`src/rtl/nrdiv_pkg.sv`:
```
package nrdiv_pkg;
  typedef enum logic [2:0] {
    ST_WAIT = 3'd0,
    ST_PREP = 3'd1,
    ST_SUB  = 3'd2,
    ST_TEST = 3'd3,
    ST_STEP = 3'd4,
    ST_DONE = 3'd5
  } ctrl_state_e;
endpackage

```
`src/rtl/nrdiv_iter_cnt.sv`:
```
module nrdiv_iter_cnt #(
  parameter int ITERS = 4
) (
  input  logic clk,
  input  logic rst_n,
  input  logic clr,
  input  logic inc,
  output logic last
);
  localparam int CW = (ITERS > 1) ? $clog2(ITERS) : 1;
  localparam logic [CW-1:0] LAST_VAL = CW'(ITERS - 1);

  logic [CW-1:0] cnt_q;

  always_ff @(posedge clk or negedge rst_n) begin
    if (!rst_n)   cnt_q <= '0;
    else if (clr) cnt_q <= '0;
    else if (inc) cnt_q <= cnt_q + 1'b1;
  end

  // compared before the increment: the test visit with this value is the last
  assign last = (cnt_q == LAST_VAL);
endmodule

```
`src/rtl/nrdiv_sel_reg.sv`:
```
module nrdiv_sel_reg (
  input  logic clk,
  input  logic rst_n,
  input  logic force_sub,
  input  logic from_sign,
  input  logic rem_neg,
  output logic sub_sel
);
  logic sel_q;

  always_ff @(posedge clk or negedge rst_n) begin
    if (!rst_n)         sel_q <= 1'b0;
    else if (force_sub) sel_q <= 1'b1;
    else if (from_sign) sel_q <= ~rem_neg;
  end

  assign sub_sel = sel_q;
endmodule

```
`src/rtl/nrdiv_ctrl_fsm.sv`:
```
module nrdiv_ctrl_fsm
  import nrdiv_pkg::*;
(
  input  logic        clk,
  input  logic        rst_n,
  input  logic        start,
  input  logic        last,
  output ctrl_state_e state,
  output logic        acc_en,
  output logic        quo_en,
  output logic        done,
  output logic        cnt_clr,
  output logic        cnt_inc,
  output logic        force_sub,
  output logic        from_sign
);
  ctrl_state_e st_q, st_d;

  always_ff @(posedge clk or negedge rst_n) begin
    if (!rst_n) st_q <= ST_WAIT;
    else        st_q <= st_d;
  end

  always_comb begin
    st_d = st_q;
    unique case (st_q)
      ST_WAIT: if (start) st_d = ST_PREP;
      ST_PREP: st_d = ST_SUB;
      ST_SUB:  st_d = ST_TEST;
      ST_TEST: st_d = last ? ST_DONE : ST_STEP;
      ST_STEP: st_d = ST_TEST;
      ST_DONE: st_d = ST_WAIT;
      default: st_d = ST_WAIT;
    endcase
  end

  always_comb begin
    acc_en    = (st_q == ST_SUB) || (st_q == ST_STEP);
    quo_en    = (st_q == ST_TEST);
    done      = (st_q == ST_DONE);
    cnt_clr   = (st_q == ST_PREP);
    cnt_inc   = (st_q == ST_TEST);
    force_sub = (st_q == ST_SUB);
    from_sign = (st_q == ST_TEST);
  end

  assign state = st_q;
endmodule

```
`src/rtl/nrdiv_ctrl.sv`:
```
module nrdiv_ctrl
  import nrdiv_pkg::*;
#(
  parameter int N = 8
) (
  input  logic clk,
  input  logic rst_n,
  input  logic start,
  input  logic rem_neg,
  output logic acc_en,
  output logic quo_en,
  output logic sub_sel,
  output logic done
);
  localparam int ITERS = (N / 2 > 0) ? N / 2 : 1;

  ctrl_state_e cur_st;
  logic last, cnt_clr, cnt_inc, force_sub, from_sign;

  nrdiv_ctrl_fsm u_fsm (
    .clk(clk), .rst_n(rst_n), .start(start), .last(last),
    .state(cur_st), .acc_en(acc_en), .quo_en(quo_en), .done(done),
    .cnt_clr(cnt_clr), .cnt_inc(cnt_inc),
    .force_sub(force_sub), .from_sign(from_sign)
  );

  nrdiv_iter_cnt #(.ITERS(ITERS)) u_cnt (
    .clk(clk), .rst_n(rst_n), .clr(cnt_clr), .inc(cnt_inc), .last(last)
  );

  nrdiv_sel_reg u_sel (
    .clk(clk), .rst_n(rst_n), .force_sub(force_sub),
    .from_sign(from_sign), .rem_neg(rem_neg), .sub_sel(sub_sel)
  );
endmodule

```
`config.mk`:
```
export PLATFORM = sky130hd
export DESIGN_NAME = nrdiv_ctrl
export DESIGN_NICKNAME = d
export VERILOG_FILES = /design/src/rtl/nrdiv_pkg.sv /design/src/rtl/nrdiv_iter_cnt.sv /design/src/rtl/nrdiv_sel_reg.sv /design/src/rtl/nrdiv_ctrl_fsm.sv /design/src/rtl/nrdiv_ctrl.sv
export SDC_FILE = /design/constraint.sdc
export NUM_CORES = 1
export LEC_CHECK = 0
export BUFFER_PORTS_ARGS = -buffer_cell sky130_fd_sc_hd__buf_2
export CAP_MARGIN = 20
export CORE_AREA = 5 5 42 44
export CTS_BUF_LIST = sky130_fd_sc_hd__clkbuf_8
export DETAILED_ROUTE_END_ITERATION = 6
export DIE_AREA = 0 0 47 49
export PLACE_DENSITY = 0.44
export SYNTH_ARGS = -nofsm -noshare
export SYNTH_HDL_FRONTEND = slang
export SYNTH_SLANG_ARGS = --single-unit
```
`constraint.sdc`:
```
create_clock -name clk -period 1.4 [get_ports clk]
set_input_delay 0.28 -clock clk [delete_from_list [all_inputs] [get_ports clk]]
set_output_delay 0.28 -clock clk [all_outputs]
set_load 0.01 [all_outputs]
```
==> flow_metrics.tcl, run 1 <==
set metrics [dict create \
    grt_max_degree 11 \
    io_buffers 7 \
    rsz0062_at_grt "false" \
    cts_tree "yes" \
    yosys_warnings 0 \
    die_area_um2 2300 \
    status "finished, final reports clean" \
    drc_errors 0 \
    wl_per_cell_um 11.0 \
    synth.cell_area_um2 313 \
    antenna_found_initial 0 \
    routabilityCongestion 0.703 \
    synthTopCellsByArea "dfrtp_1 48%, mux2_4 9.6%, nor2b_4 4.4%" \
    htree_levels 1 \
    synth_nets 32 \
    die_w_um 47 \
    peakVddDrop_v 0.00113 \
    hpwl_um 409 \
    maxCapViolCount 0 \
    start_kind "flop" \
    ys_seq_area_share_pct 48.0 \
    cts.sinks 6 \
    max_freq_mhz 742 \
    finalSetupViolCount 0 \
    drive_gt1_share_pct 47.4 \
    syn_avg_cell_area_um2 11.6 \
    required_ps 1120 \
    r2r_end "u_cnt.cnt_q[0]" \
    hold_viol 0 \
    end_kind "output port" \
    path_class "flop to output port" \
    clk_latency_ps 220 \
    worst_slew_pin_slew_ps 210 \
    hold_depth 3 \
    arrival_ps 1070 \
    fin_tns_setup_ps 0 \
    path_max_fanout 6 \
    worstHoldPathType "primary input to flop" \
    r2r-start "u_fsm.state[2]" \
    ys_ff_latch 6 \
    initial_core_util_pct 22.3 \
    finClkSkew_ps 2.06 \
    vias 229 \
    worstRegToRegCells 3 \
    grt_pass1_wl_um 1080 \
    final-max-slew-violation-count 0 \
    num_antenna_cells 0 \
    wl_um 596 \
    crit_path_start "u_fsm.state[0]" \
    nNetsFinal 45 \
    min_period_ps 1350 \
    cts_made_buffers 3 \
    slew_headroom_pct 86.0 \
    fp.coreArea_um2 1400 \
    min_period_over_period_pct 96.3 \
    min_to "u_sel.sub_sel" \
    vias_per_cell 4.24 \
    design_power_total_w 0.00106 \
    power_density_nw_per_um2 2490 \
    layout_common_cells "7 x buf_2, 3 x nand2_1, 3 x clkbuf_8, 3 x dfrtp_1, 3 x dfrtp_2" \
    synth_top_area_share_pct 48.0 \
    rows 14 \
    syn_to_final_growth_pct 36.4 \
    n_fill_cell 150 \
    cts_root_buffer "clkbuf_8" \
    hp-start "rem_neg" \
    leakage_nw 0.207 \
    rrSetupSlack_ps 260 \
    firstDrtPassIters 3 \
    clkTransAtPathRegs_ps 40 \
    die_h_um 49 \
    ioPinCount 8 \
    clock_path_buffers 2 \
    final_common_cell "buf_2" \
    dr.first_iter.drc_count 2 \
    ant_nets 0 \
    grt_pass1_vias 250 \
    synth.distinct_cells 16 \
    yosys.area.top_type "dfrtp_1" \
    grt.total_usage_pct 7.14 \
    synthCells 27 \
    grt_remaining_overflow 0 \
]
## power by group
| part | switching [W] | internal (W) |
|---|---|---|
| clock network | 0.0000698 | 0.000184 |
| registers | 0.000115 | 0.000264 |
| logic | 0.000169 | 0.000260 |
## layout make-up
cell class	count	area, um2	area share [%]
multi-input combinational	18	151	35.5
inverter	2	7.51	1.76
tap	16	20.0	4.69
clock buffer	3	41.3	9.68
sequential	6	154	36.1
timing repair buffer	9	52.6	12.3
## registers in the layout, summed over array words and instances (netlist names)
register / flops
u_fsm.state: 3
u_cnt.cnt_q: 2
u_sel.sub_sel: 1
## worst max-delay path by stage
stage | end | slack (ps)
6_report | quo_en | 50
5_1_grt | quo_en | 2
4_1_cts | acc_en | 8
3_5_place_dp | quo_en | 210
3_3_place_gp | quo_en | 220
2_1_floorplan | quo_en | 340
## metal layers
metal	share of wire [%]	track usage (%)	up-vias	wire [um]
li1	-	-	114	-
met5	0	0	-	0
met3	9.9	5.90	2	59
met4	2.0	4.15	0	12
met2	47	9.73	7	283
met1	40	7.33	106	241
## cells by family (layout without fill, tap and decap cells)
kind of cell	after synthesis	in the layout	share of synthesized area [%]
AO/OA/AOI/OAI	2	2	5.60
XOR/XNOR	1	1	2.80
adder cells (fa/ha/maj)	1	1	4.00
buffers and inverters	3	14	6.00
flip-flops	6	6	48.0
multiplexers	3	3	12.8
AND/OR/NAND/NOR	11	11	20.8
## synthesized netlist by cell type
cell	n
buf_6	1
dfrtp_1	6
nor2_1	1
nor2b_1	2
o2bb2ai_1	1
and2_1	2
nand2_1	3
inv_1	2
mux2_4	2
nor2b_4	1
a221oi_1	1
mux2i_1	1
nor3_1	1
and3_1	1
ha_1	1
xnor2_1	1
## timing repair
action | 4_1_cts | 5_1_grt
gates resized for setup | 0 | 4
buffers inserted | 1 | 0
pin swaps | 1 | 0
endpoints found under the hold margin | 6 | 0
hold buffers | 1 | 0
gates cloned | 0 | 0
setup endpoints to repair | 2 | 3
## critical path, stage by stage (launching register included)
cell     delay, ps
dfrtp_2        430
nor2b_4        140
and2_1         150
buf_2          130
## stage by stage
stage	cells	hold slack (ps)	instance area (um2)	utilization [%]	setup WS (ps)
CTS	54	375	415	29.6	8.08
detailed placement	49	117	357	25.4	207
floorplan	27	-15.6	313	-	338
finish	54	372	427	30.4	52.4
global placement	49	113	357	25.4	221
global route	54	398	427	30.4	1.84
(Power assumes the default switching activity.)
==> run 2, diff against run 1 <==
==> constraint.sdc (replaced) <==
create_clock -name clk -period 1.4 [get_ports clk]
set_input_delay 0.07 -clock clk [delete_from_list [all_inputs] [get_ports clk]]
set_output_delay 0.07 -clock clk [all_outputs]
set_load 0.01 [all_outputs]
==> flow_metrics.tcl, run 2 (same netlist as run 1, synthesis figures left out) <==
set metrics [dict create \
    wl_per_cell_um 10.8 \
    met1Wirelength_um 262 \
    status "finished, final reports clean" \
    final_common_cell "buf_2" \
    cts.sinks 6 \
    required_ps 1330 \
    worst_slew_pin_slew_ps 265 \
    placed_cells 49 \
    io_buffers 7 \
    grt_remaining_overflow 0 \
    drive_gt1_share_pct 35.1 \
    power_density_nw_per_um2 2460 \
    grt.total_usage_pct 7.15 \
    place_area_um2 357 \
    design_power_total_w 0.00100 \
    initial_core_util_pct 22.3 \
    min_period_over_period_pct 87.2 \
    clk_latency_ps 220 \
    layout_common_cells "7 x buf_2, 6 x dfrtp_1, 3 x nand2_1, 3 x clkbuf_8" \
    ioPinCount 8 \
    grt_pass1_vias 229 \
    clock_path_buffers 2 \
    final-max-slew-violation-count 0 \
    top_layer "met4" \
    rows 14 \
    path_class "flop to output port" \
    n_fill_cell 155 \
    wl_um 570 \
    fp.coreArea_um2 1400 \
    worstHoldPathType "primary input to flop" \
    nNetsFinal 44 \
    die_area_um2 2300 \
    end_kind "output port" \
    dr.first_iter.drc_count 0 \
    fin_hold_ws_ps 159 \
    clkTransAtPathRegs_ps 40 \
    routabilityCongestion 0.804 \
    max_freq_mhz 820 \
    cts_root_buffer "clkbuf_8" \
    firstDrtPassIters 1 \
    hold_viol 0 \
    peakVddDrop_v 0.00103 \
    vias_per_cell 4.04 \
    slew_headroom_pct 82.4 \
    grt_pass1_wl_um 1050 \
    die_h_um 49 \
    finalSetupViolCount 0 \
    ant_nets 0 \
    finClkSkew_ps 1.25 \
    maxCapViolCount 0 \
    largest_reg_flops 3 \
    dr_wl_met2_um 227 \
    start_kind "flop" \
    grt_max_degree 11 \
    syn_to_final_growth_pct 30.4 \
    wl_met3_um 52 \
    min_period_ps 1220 \
    final_cells 53 \
    leakage_nw 0.202 \
    cts_tree "yes" \
    num_antenna_cells 0 \
    design_area_um2 408 \
    path_max_fanout 6 \
    cts_made_buffers 3 \
    antenna_found_initial 0 \
    htree_levels 1 \
    die_w_um 47 \
    rsz0062_at_grt "false" \
    fin_tns_setup_ps 0 \
    drc_errors 0 \
    arrival_ps 1150 \
    vias 214 \
]
==> run 2: cell types whose count changed in the layout (fill, tap and decap cells not counted) <==
cell     change
xnor2_2      -1
xnor2_1      +1
buf_4        -1
dfrtp_1      +3
dfrtp_2      -3
==> run 2: worst paths after layout <==
kind | from | endpoint | depth (start not counted) | slack (ps)
max | u_fsm.state[2] | quo_en | 3 | 180
max reg2reg | u_fsm.state[1] | u_sel.sub_sel | 2 | 290
min | rem_neg | u_sel.sub_sel | 3 | 160
min reg2reg | u_sel.sub_sel | u_sel.sub_sel | 1 | 510
min in group asynchronous | rst_n | u_sel.sub_sel | 2 | 200
max in group asynchronous | rst_n | u_cnt.cnt_q[1] | 2 | 1060
==> run 2: what timing repair did <==
item,4_1_cts,5_1_grt
hold endpoints to repair,6,0
buffers inserted,0,0
hold buffers,1,0
gates resized for setup,0,0
==> run 2: final cells by class <==
| class | count | area (um2) | share of cell area, % |
|---|---|---|---|
| Clock buffer | 3 | 41.3 | 10.1 |
| Inverter | 2 | 7.51 | 1.84 |
| Multi-Input combinational cell | 18 | 144 | 35.3 |
| Sequential cell | 6 | 150 | 36.8 |
| Tap cell | 16 | 20.0 | 4.91 |
| Timing Repair Buffer | 8 | 45.0 | 11.0 |
==> run 2: per-layer routing <==
| layer | vias up | GRT usage, % |
|---|---|---|
| met2 | 7 | 7.69 |
| met3 | 4 | 4.43 |
| met5 | - | 0 |
| met1 | 93 | 8.28 |
| met4 | 0 | 8.29 |
| li1 | 110 | - |
==> run 2: worst max-delay path, stage by stage, from the launching register on <==
cell and delay, ps:
dfrtp_1 460, nor2b_4 200, and2_1 140, buf_2 120
==> run 2: where the power goes <==
| part | internal [W] | switching, W | leakage (nW) |
|---|---|---|---|
| logic | 0.000223 | 0.000160 | 0.106 |
| registers | 0.000255 | 0.000104 | 0.0737 |
| clock network | 0.000185 | 0.0000760 | 0.0216 |
==> run 2: per-stage QoR <==
step | util [%] | setup slack, ps
5_1_grt | 29.1 | 87.7
2_1_floorplan | - | 377
4_1_cts | 29.1 | 167
3_3_place_gp | 25.4 | 310
3_5_place_dp | 25.4 | 303
6_report | 29.1 | 180
==> run 3, diff against run 2 <==
Settings changed: ABC_AREA set to 1, PLACE_DENSITY 0.44 to 0.45.
==> flow_metrics.tcl, run 3 <==
set metrics [dict create \
    grt_max_degree 9 \
    power_density_nw_per_um2 2320 \
    nNetsFinal 58 \
    grt.total_usage_pct 6.52 \
    yosys_warnings 0 \
    cts.sinks 6 \
    slowest_delay_ps 430 \
    end_kind "output port" \
    setup_ws_ps 230 \
    hp-start "rem_neg" \
    max_freq_mhz 855 \
    status "finished, final reports clean" \
    wl_per_cell_um 8.90 \
    r2r_end "u_fsm.state[0]" \
    drive_gt1_share_pct 31.4 \
    min_to "u_sel.sub_sel" \
    cts_setup_buffers 0 \
    start_kind "flop" \
    die_h_um 49 \
    crit_path_start "u_fsm.state[1]" \
    fin_tns_setup_ps 0 \
    ys_seq_area_share_pct 46.0 \
    grt_pass1_vias 238 \
    clock_path_buffers 2 \
    leakage_nw 0.246 \
    min_period_ps 1170 \
    path_class "flop to output port" \
    die_area_um2 2300 \
    worstRegToRegCells 5 \
    layout_common_cells "11 x nand2_1, 7 x inv_1, 7 x buf_2" \
    htree_levels 1 \
    vias 262 \
    worst_slew_pin_slew_ps 239 \
    antenna_found_initial 0 \
    ys_ff_latch 6 \
    final-seq-area_um2 150 \
    fp.coreArea_um2 1400 \
    maxCapViolCount 0 \
    slew_headroom_pct 84.0 \
    clk_latency_ps 220 \
    initial_core_util_pct 23.3 \
    synthTopCellsByArea "dfrtp_1 46%, nand2_1 13%, inv_1 8.0%" \
    finClkSkew_ps 0.759 \
    required_ps 1330 \
    clkTransAtPathRegs_ps 40 \
    wl_um 596 \
    post-place-ws_ps 466 \
    hold_viol 0 \
    grt_pass1_wl_um 1000 \
    path_cells "inv_2 > nor2_4 > nand2_2 > inv_1 > buf_2" \
    cts_tree "yes" \
    syn_to_final_growth_pct 30.3 \
    drc_errors 0 \
    syn_avg_cell_area_um2 7.96 \
    final-max-slew-violation-count 0 \
    cts_resized 0 \
    path_max_fanout 6 \
    largest_reg_flops 3 \
    arrival_ps 1100 \
    vias_per_cell 3.91 \
    dr.first_iter.drc_count 3 \
    finalSetupViolCount 0 \
    n_fill_cell 161 \
    min_period_over_period_pct 83.6 \
    rrSetupSlack_ps 460 \
    synth_top_area_share_pct 46.0 \
    async_flop_share_pct 100 \
    worstHoldPathType "primary input to flop" \
    grt_remaining_overflow 0 \
    synth.distinct_cells 14 \
    synth.cell_area_um2 327 \
    cts_root_buffer "clkbuf_8" \
    ioPinCount 8 \
    synthCells 41 \
    synth_edf_count 0 \
    synth_most_common_cell "nand2_1" \
    firstDrtPassIters 2 \
    synthFlopType "dfrtp_1" \
    io_buffers 7 \
    rsz0062_at_grt "false" \
    die_w_um 47 \
    hpwl_um 432 \
    r2r-start "u_cnt.cnt_q[0]" \
    peakVddDrop_v 0.000977 \
    synth_nets 46 \
    crit_slowest_cell "dfrtp_1" \
    hold_depth 4 \
    cts_made_buffers 3 \
    final_common_cell "nand2_1" \
    multi_input_area_um2 135 \
    routabilityCongestion 0.670 \
    yosys.area.top_type "dfrtp_1" \
    ant_nets 0 \
    synth_commonest_cells "11 x nand2_1, 7 x inv_1, 6 x dfrtp_1, 5 x nand3_1" \
    num_antenna_cells 0 \
    rows 14 \
]
[run 3: worst max-delay path by stage]
stage / endpoint / cells after the start
floorplan: u_cnt.cnt_q[1] / 3
global placement: quo_en / 5
detailed placement: quo_en / 5
CTS: quo_en / 5
global route: acc_en / 4
finish: quo_en / 5
[run 3: final cells by class]
cell class	instances	share of cell area, %
Sequential cell	6	35.3
Clock buffer	3	9.71
Multi-Input combinational cell	25	31.8
Tap cell	16	4.71
Timing Repair Buffer	8	10.6
Inverter	9	7.94
[run 3: layer usage]
layer,GRT usage (%),vias up,part of all wire [%]
met5,0,-,0
met4,4.15,0,0
met3,5.54,0,11
met2,7.01,8,41
met1,8.30,108,49
li1,-,146,-
[run 3: metrics by stage]
stage	instance area [um2]	total power [W]	cells	hold slack, ps	utilization (%)
2_1_floorplan	327	0.000646	41	-226	-
3_3_place_gp	374	0.000746	63	-96.9	26.7
3_5_place_dp	374	0.000733	63	-97.2	26.7
4_1_cts	425	0.00100	67	118	30.4
5_1_grt	425	0.00109	67	154	30.4
6_report	425	0.000988	67	129	30.4
[run 3: cells by family after synthesis]
family / Yosys count / share of synthesized area, %
AO/OA/AOI/OAI: 4 / 9.20
adder cells (fa/ha/maj): 1 / 3.83
buffers and inverters: 10 / 12.6
flip-flops: 6 / 46.0
AND/OR/NAND/NOR: 20 / 28.3
[run 3: repair_timing]
| item | in CTS | in global routing |
|---|---|---|
| endpoints found under the hold margin | 6 | 0 |
| setup endpoints to repair | 0 | 0 |
| hold buffers | 1 | 0 |
[run 3: worst max-delay path, delay by kind of cell (launching register included)]
kind	cells	cell delay, ps
flip-flops	1	430
buffers and inverters	3	270
AND/OR/NAND/NOR	2	180
[run 3: report_power, final]
part           internal [W]  switching, W
registers          0.000249     0.0000950
clock network      0.000185     0.0000730
logic              0.000156      0.000231
